==> src/rtl/dram_cycle_classifier.sv <==
module dram_cycle_classifier (
  input  logic       clk,
  input  logic       rst_n,
  input  logic       row_stb_n,
  input  logic [1:0] col_stb_n,
  input  logic       wr_en_n,
  input  logic       out_en_n,
  output logic [7:0] cyc_type,
  output logic       cyc_done,
  output logic [7:0] done_type,
  output logic [1:0] lane_wr,
  output logic [1:0] lane_drv,
  output logic [1:0] lane_undef,
  output logic       skew_evt,
  output logic       proto_err
);

  localparam logic [2:0] K_STBY  = 3'd0;
  localparam logic [2:0] K_READ  = 3'd1;
  localparam logic [2:0] K_EWR   = 3'd2;
  localparam logic [2:0] K_DWR   = 3'd3;
  localparam logic [2:0] K_RMW   = 3'd4;
  localparam logic [2:0] K_CBR   = 3'd5;
  localparam logic [2:0] K_RONLY = 3'd6;
  localparam logic [2:0] K_ODIS  = 3'd7;

  logic       p_row, p_we;
  logic [1:0] p_col;
  logic       busy, busy_d;
  logic [2:0] cls, cls_d;
  logic       done_d, skew_d;

  wire       row_fall  = p_row & ~row_stb_n;
  wire       col_on    = ~&col_stb_n;
  wire       p_col_on  = ~&p_col;
  wire       col_first = ~p_col_on & col_on;
  wire       we_fall   = p_we & ~wr_en_n;
  wire [1:0] lane_fall = p_col & ~col_stb_n;
  wire       late_lane = (lane_fall[0] & ~p_col[1]) | (lane_fall[1] & ~p_col[0]);

  function automatic logic is_access(input logic [2:0] k);
    return (k == K_READ) || (k == K_ODIS) || (k == K_EWR) || (k == K_DWR) || (k == K_RMW);
  endfunction

  function automatic logic [2:0] col_start(input logic we_n, input logic oe_n);
    if (!we_n)     return K_EWR;
    else if (!oe_n) return K_READ;
    else            return K_ODIS;
  endfunction

  always_comb begin
    busy_d = busy;
    cls_d  = cls;
    done_d = 1'b0;
    skew_d = busy && is_access(cls) && late_lane && ((cls == K_EWR) == wr_en_n);
    if (!busy) begin
      if (row_fall) begin
        busy_d = 1'b1;
        if (p_col_on)    cls_d = K_CBR;
        else if (col_on) cls_d = col_start(wr_en_n, out_en_n);
        else             cls_d = K_RONLY;
      end
    end else if (row_fall && p_col_on) begin
      done_d = 1'b1;
      cls_d  = K_CBR;
    end else if (row_stb_n && !col_on) begin
      done_d = 1'b1;
      busy_d = 1'b0;
      cls_d  = K_STBY;
    end else begin
      case (cls)
        K_RONLY:
          if (col_first && !row_stb_n) cls_d = col_start(wr_en_n, out_en_n);
        K_READ, K_ODIS:
          if (we_fall)
            cls_d = (cls == K_READ) ? K_RMW : K_DWR;
          else if (cls == K_ODIS && !out_en_n && wr_en_n && !row_stb_n)
            cls_d = K_READ;
        default: ;
      endcase
    end
  end

  wire       acc_d   = busy_d & is_access(cls_d) & ~row_stb_n;
  wire [1:0] lane_on = ~col_stb_n;

  always_ff @(posedge clk or negedge rst_n) begin
    if (!rst_n) begin
      p_row      <= 1'b1;
      p_col      <= 2'b11;
      p_we       <= 1'b1;
      busy       <= 1'b0;
      cls        <= K_STBY;
      cyc_done   <= 1'b0;
      done_type  <= 8'b0000_0001;
      lane_wr    <= 2'b00;
      lane_drv   <= 2'b00;
      lane_undef <= 2'b00;
      skew_evt   <= 1'b0;
      proto_err  <= 1'b0;
    end else begin
      p_row      <= row_stb_n;
      p_col      <= col_stb_n;
      p_we       <= wr_en_n;
      busy       <= busy_d;
      cls        <= cls_d;
      cyc_done   <= done_d;
      if (done_d) done_type <= 8'(1) << cls;
      lane_wr    <= {2{acc_d & ~wr_en_n}} & lane_on;
      lane_drv   <= {2{acc_d & wr_en_n & ~out_en_n}} & lane_on;
      lane_undef <= {2{acc_d & ~wr_en_n & out_en_n & (cls_d != K_EWR)}} & lane_on;
      skew_evt   <= skew_d;
      proto_err  <= proto_err | skew_d;
    end
  end

  assign cyc_type = 8'(1) << cls;

endmodule

==> config.mk <==
export PLATFORM = sky130hd
export DESIGN_NAME = dram_cycle_classifier
export DESIGN_NICKNAME = d
export VERILOG_FILES = /design/src/rtl/dram_cycle_classifier.sv
export SDC_FILE = /design/constraint.sdc
export NUM_CORES = 1
export LEC_CHECK = 0
export BUFFER_PORTS_ARGS = -buffer_cell sky130_fd_sc_hd__buf_2
export CAP_MARGIN = 0
export CORE_MARGIN = 2
export CORE_UTILIZATION = 55
export CTS_BUF_LIST = sky130_fd_sc_hd__clkbuf_2
export DETAILED_ROUTE_END_ITERATION = 7
export MAX_ROUTING_LAYER = met4
export PLACE_DENSITY = 0.91
export SETUP_SLACK_MARGIN = 0.05
export SLEW_MARGIN = 10
export SYNTH_ARGS = -nofsm -noshare
export SYNTH_HDL_FRONTEND = slang
export SYNTH_SLANG_ARGS = --single-unit
==> constraint.sdc <==
create_clock -name clk -period 2.3 [get_ports clk]
set_clock_uncertainty 0.1 [all_clocks]
set_input_delay 0.115 -clock clk [delete_from_list [all_inputs] [get_ports clk]]
set_output_delay 0.115 -clock clk [all_outputs]
set_load 0.05 [all_outputs]
== Word level (Yosys, flattened, before mapping) ==
Index checks and enable logic that the tools add are counted.
Word-level totals
  bits in read-only memories: 0
  output and inout port bits: 25
  latch bits: 0
  memory bits (writable): 0
  logic and storage cells: 94
  memories kept: 0
  register bits after elaboration: 25
  input port bits: 7
Operators by class
  mux-type cells: 20
  bitwise gates (word level): 24
  reductions and logical operators: 24
  multiply operators: 0
  shift-type cells: 1
  divide/modulo/power cells: 0
  $add $sub $neg: 0
  equal/unequal tests: 13
  magnitude comparators: 0
Operators by type and width (count)
  $mux W3: 12
  $eq A3 B3 Y1 const B: 5
  $and A1 B1 Y1: 12
  $eq A3 B2 Y1 const B: 4
  $logic_and A1 B1 Y1: 9
  $and A2 B2 Y2: 4
  $logic_or A1 B1 Y1: 8
  $shl A1 B3 Y8 const A: 1
  $mux W1: 7
  $eq A3 B1 Y1 const B: 2
  $pmux W3 S2: 1
  $not A1 Y1: 5
  $logic_not A1 Y1: 4
  $reduce_and A2 Y1: 2
  $ne A3 B2 Y1 const B: 1
  $not A2 Y2: 1
  $or A1 B1 Y1: 2
  $reduce_or A2 Y1: 1
  $eq A1 B1 Y1: 1

== Logic depth before layout (Yosys ltp) ==
  word-level depth: 21
  depth in mapped cells: 8
  mapped depth without buffers: 7

== Worst setup path before layout ==
Ideal clock, no wire load.
  path type: register to register
  start: register cls[1]
  end: register proto_err
  period minus slack after synthesis: 2426 ps
  buffers on the path: 1
  slack: -126 ps
  data arrival time: 2262 ps
  required time: 2136 ps
  setup time: 64 ps
  stages on the path, launching flop included: 6
  cells stage by stage: dfrtp_1 buf_4 nor3_1 o21ai_0 a21oi_1 or2_2
Between the ends
  cells in the longest elaborated chain, start to end: 9
  elaborated cells between the ends (all ways): 14
  those cells by class: 6 x eq/ne; 1 x bitwise; 7 x reduce/logical
Ends and longest elaborated chain
  from (decl): line 30  | logic [2:0] cls, cls_d;
  from (signal assigned): line 106  | cls <= cls_d;
  $eq A3 B1 Y1 or $eq A3 B3 Y1 (tied branches): line 42  | return (k == K_READ) || (k == K_ODIS) || (k == K_EWR) || (k == K_DWR) || (k == K_RMW);
  $logic_or A1 B1 Y1 (4 in a row): line 42
  $logic_and A1 B1 Y1 (2 in a row): line 55  | skew_d = busy && is_access(cls) && late_lane && ((cls == K_EWR) == wr_en_n);
  $logic_and A1 B1 Y1 *: line 55
  net skew_d: line 31  | logic done_d, skew_d;
  $or A1 B1 Y1 *: line 113  | proto_err <= proto_err | skew_d;
  to (signal assigned): line 113
  to (decl): line 15  | output logic proto_err
Mark *: on every way through the listed nets, which the timed path passes. The rest lies on a longest branch.
A chain may end at the register's enable or synchronous reset.

== Final worst setup path ==
  start: register p_col[1]
  end: register lane_wr[0]
Between the ends
  cells in the longest elaborated chain, start to end: 17
  elaborated cells between the ends (all ways): 27
  those cells by class: 5 x eq/ne; 9 x mux; 5 x bitwise; 8 x reduce/logical
Ends and longest elaborated chain
  from (decl): line 28  | logic [1:0] p_col;
  from (signal assigned): line 103  | p_col <= col_stb_n;
  $reduce_and A2 Y1 *: line 35  | wire p_col_on = ~&p_col;
  $and A1 B1 Y1: line 36  | wire col_first = ~p_col_on & col_on;
  $logic_and A1 B1 Y1: line 73  | if (col_first && !row_stb_n) cls_d = col_start(wr_en_n, out_en_n);
  $mux W3: line 73
  $pmux W3 S2: line 71  | case (cls)
  $mux W3: line 66  | end else if (row_stb_n && !col_on) begin
  $mux W3: line 63  | end else if (row_fall && p_col_on) begin
  $mux W3 *: line 56  | if (!busy) begin
  net cls_d[2]: line 30
  $eq A3 B1 Y1 or $eq A3 B3 Y1 (tied branches): line 42
  $logic_or A1 B1 Y1 (3 in a row): line 42
  $logic_or A1 B1 Y1 *: line 42
  $and A1 B1 Y1 * (2 in a row): line 84  | wire acc_d = busy_d & is_access(cls_d) & ~row_stb_n;
  $and A1 B1 Y1 *: line 109  | lane_wr <= {2{acc_d & ~wr_en_n}} & lane_on;
  $and A2 B2 Y2 *: line 109
  to (signal assigned): line 109
  to (decl): line 11  | output logic [1:0] lane_wr,
Marks and branches as above.

==> out/summary.txt <==
Outcome - complete, no violations
Peak supply drop - 0.996 mV
Final period util - 95.5%
GRT Overall Usage - 22.4%
Die Span X - 53.2 µm
# clock sinks - 25
Synthesis warning total - 0
Clk Latency, worst-skew pair - 360 ps
Syn nets - 129
Drt via density - 5.92
Top-count cell post-synth - dfrtp_1
Dominant cell type by area after synthesis - dfrtp_1
H-tree depth - 1
Critical Path Start Type - flip-flop
Antenna Cells - 0
Vias in the first global route - 996
Setup violators final - 0
Core ar. - 2250 µm²
Worst-path fanout max - 5
Setup crit end kind - flip-flop
Worst endpoint required time - 2470 ps
Largest net degree at the start of global routing - 26
Rows - 17
Ys async rst share - 100%
Initial Util - 59.2%
Grt total ovfl - 0
Nets - 166
Area contributors post-synth - dfrtp_1 38%, dfstp_2 9.8%, mux2_2 7.6%
Layout cell share with drive strength beyond 1 - 42.4%
Die Y - 53.2 µm
First-pass GRT wire length - 4420 µm
Die area - 2840 µm²
DRT iter0 DRCs - 61
Power density over cell area - 1270 nW/µm²
DPL Wire Length - 2040 µm
Final hold vios - 0
Hold WC Path Type - in -> async
WL final - 2850 µm
Clk root buf - clkbuf_2
Clock Tree Buf Depth - 2
Number of enable flip-flop cells after synthesis - 0
Routed vias - 1101
Final Hold Slack - 139 ps
Syn Area/Cell - 10.9 µm²
Ordered list of cells on the worst path - nand2_1, nor4bb_1, a2111oi_2, nor3_2, inv_2, xnor2_1, o211a_1
WS Path Type - reg -> reg
Final total negative setup slack - 0 ps
Max Cap Viol - 0
First-pass DRT Iterations - 4
Worst Path Arrival - 2370 ps
Synthesized cell area - 1330 µm²
Post-synth top area share - 37.5%
Peak Freq - 455 MHz
Measured slew at the worst slew-check pin - 542 ps
Clock transition at path regs - 250 ps
I/O Pins - 32
Post-CTS setup repair buffer count - 0
Post-route DRC - 0
Post-synth top cells - 20 x dfrtp_1, 9 x mux2_2, 9 x nor2_1
CTS tree - built
Initial antenna violation count - 0
Yosys reg bits - 25
Seq/Total Area, Yosys - 47.4%
Final Max Slew Viols - 0
DRT antenna net count - 0
Max incr delay on CP - 620 ps
Dominant synthesized flop cell - dfrtp_1
RSZ-0062 raised after global routing - no
Area grow syn2layout - 17.1%
Post-layout util - 69.3%
Min cycle time layout - 2200 ps
Max-slew headroom - 63.9%
Netlist cell types - 44
Routed len/inst - 15.3 µm
Total power - 0.00198 W
Port Buffers - 31
Leak Pwr - 0.798 nW
Routability cong. - 1.08
Crit-path slowest cell - dfstp_2
Synth Instances - 122
Num CTS Buffers - 3
==> power by group <==
part           switching [W]  total [W]  internal (W)
clock               0.000136   0.000175     0.0000394
sequential          0.000101   0.000657      0.000556
combinational       0.000811    0.00115      0.000338
==> layout make-up <==
type | instances | area [µm²]
clock inverters | 1 | 5.00
repair buffers | 38 | 223
well taps | 28 | 35.0
multi-input cells | 82 | 616
flip-flops and latches | 25 | 634
inverters | 9 | 33.8
fillers | 171 | 693
clock buffers | 3 | 15.0
==> timing repair <==
item,CTS,global route
setup endpoints to repair,0,6
hold buffers,6,0
resized for setup,0,3
hold endpoints to repair,33,0
==> registers in the layout, indices dropped and copies added, names as in the netlist <==
register / count
cls: 3
proto_err: 1
done_type: 8
cyc_done: 1
lane_wr: 2
p_row: 1
p_col: 2
lane_undef: 2
skew_evt: 1
busy: 1
p_we: 1
lane_drv: 2
==> critical path, delay by kind of cell (launching register included) <==
kind	cells	cell delay, ps
xor+xnor	1	150
compound gates	2	280
buf+inv	1	100
simple gates	3	880
flops	1	620
==> metal layers <==
layer	up-vias	track usage (%)	wire length (µm)	part of all wire, %
met5	-	-	0	0
met4	0	10.3	34	1.2
met3	5	3.95	193	6.8
met2	50	34.6	1430	50
met1	536	28.8	1190	42
li1	510	-	-	-
==> worst paths after layout <==
| path | start | endpoint | slack [ps] | depth (start not counted) |
|---|---|---|---|---|
| setup reg to reg | p_col[1] | lane_wr[0] | 100 | 7 |
| setup / recovery | p_col[1] | lane_wr[0] | 100 | 7 |
| hold / removal | rst_n | cyc_done | 140 | 2 |
| min in group clk | row_stb_n | p_row | 340 | 2 |
| hold reg to reg | proto_err | proto_err | 400 | 1 |
| max in group asynchronous | rst_n | cls[2] | 1560 | 2 |
==> logic make-up after synthesis <==
kind of cell | share of synthesized area, %
buffers and inverters | 7.22
AO/OA/AOI/OAI | 15.4
AND/OR/NAND/NOR | 20.4
XOR/XNOR | 1.31
multiplexers | 8.35
flip-flops | 47.4
==> layout by cell type, fill, tap and decap left out, drive strengths merged, types with 2 or more instances in the layout <==
cell type / netlist / routed
dfstp: 5 / 5
nor4: 3 / 3
dlygate4sd3: 0 / 6
and2: 4 / 4
o21ai: 4 / 4
clkbuf: 2 / 3
nand2: 8 / 8
or2: 2 / 2
nand3: 2 / 2
buf: 4 / 32
dfrtp: 20 / 20
inv: 9 / 9
and4: 2 / 2
mux2: 9 / 9
nor3: 5 / 5
a311o: 2 / 2
a21oi: 8 / 8
nor2: 9 / 9
o211a: 2 / 2
xnor2: 2 / 2
==> per-stage QoR <==
stage / instance area, µm² / cells / setup slack (ps)
2_1_floorplan: 1340 / 122 / 125
3_3_place_gp: 1470 / 176 / 217
3_5_place_dp: 1470 / 176 / 126
4_1_cts: 1550 / 186 / 77.0
5_1_grt: 1560 / 186 / 17.4
6_report: 1560 / 186 / 104
Power figures use the tool's default switching activity.
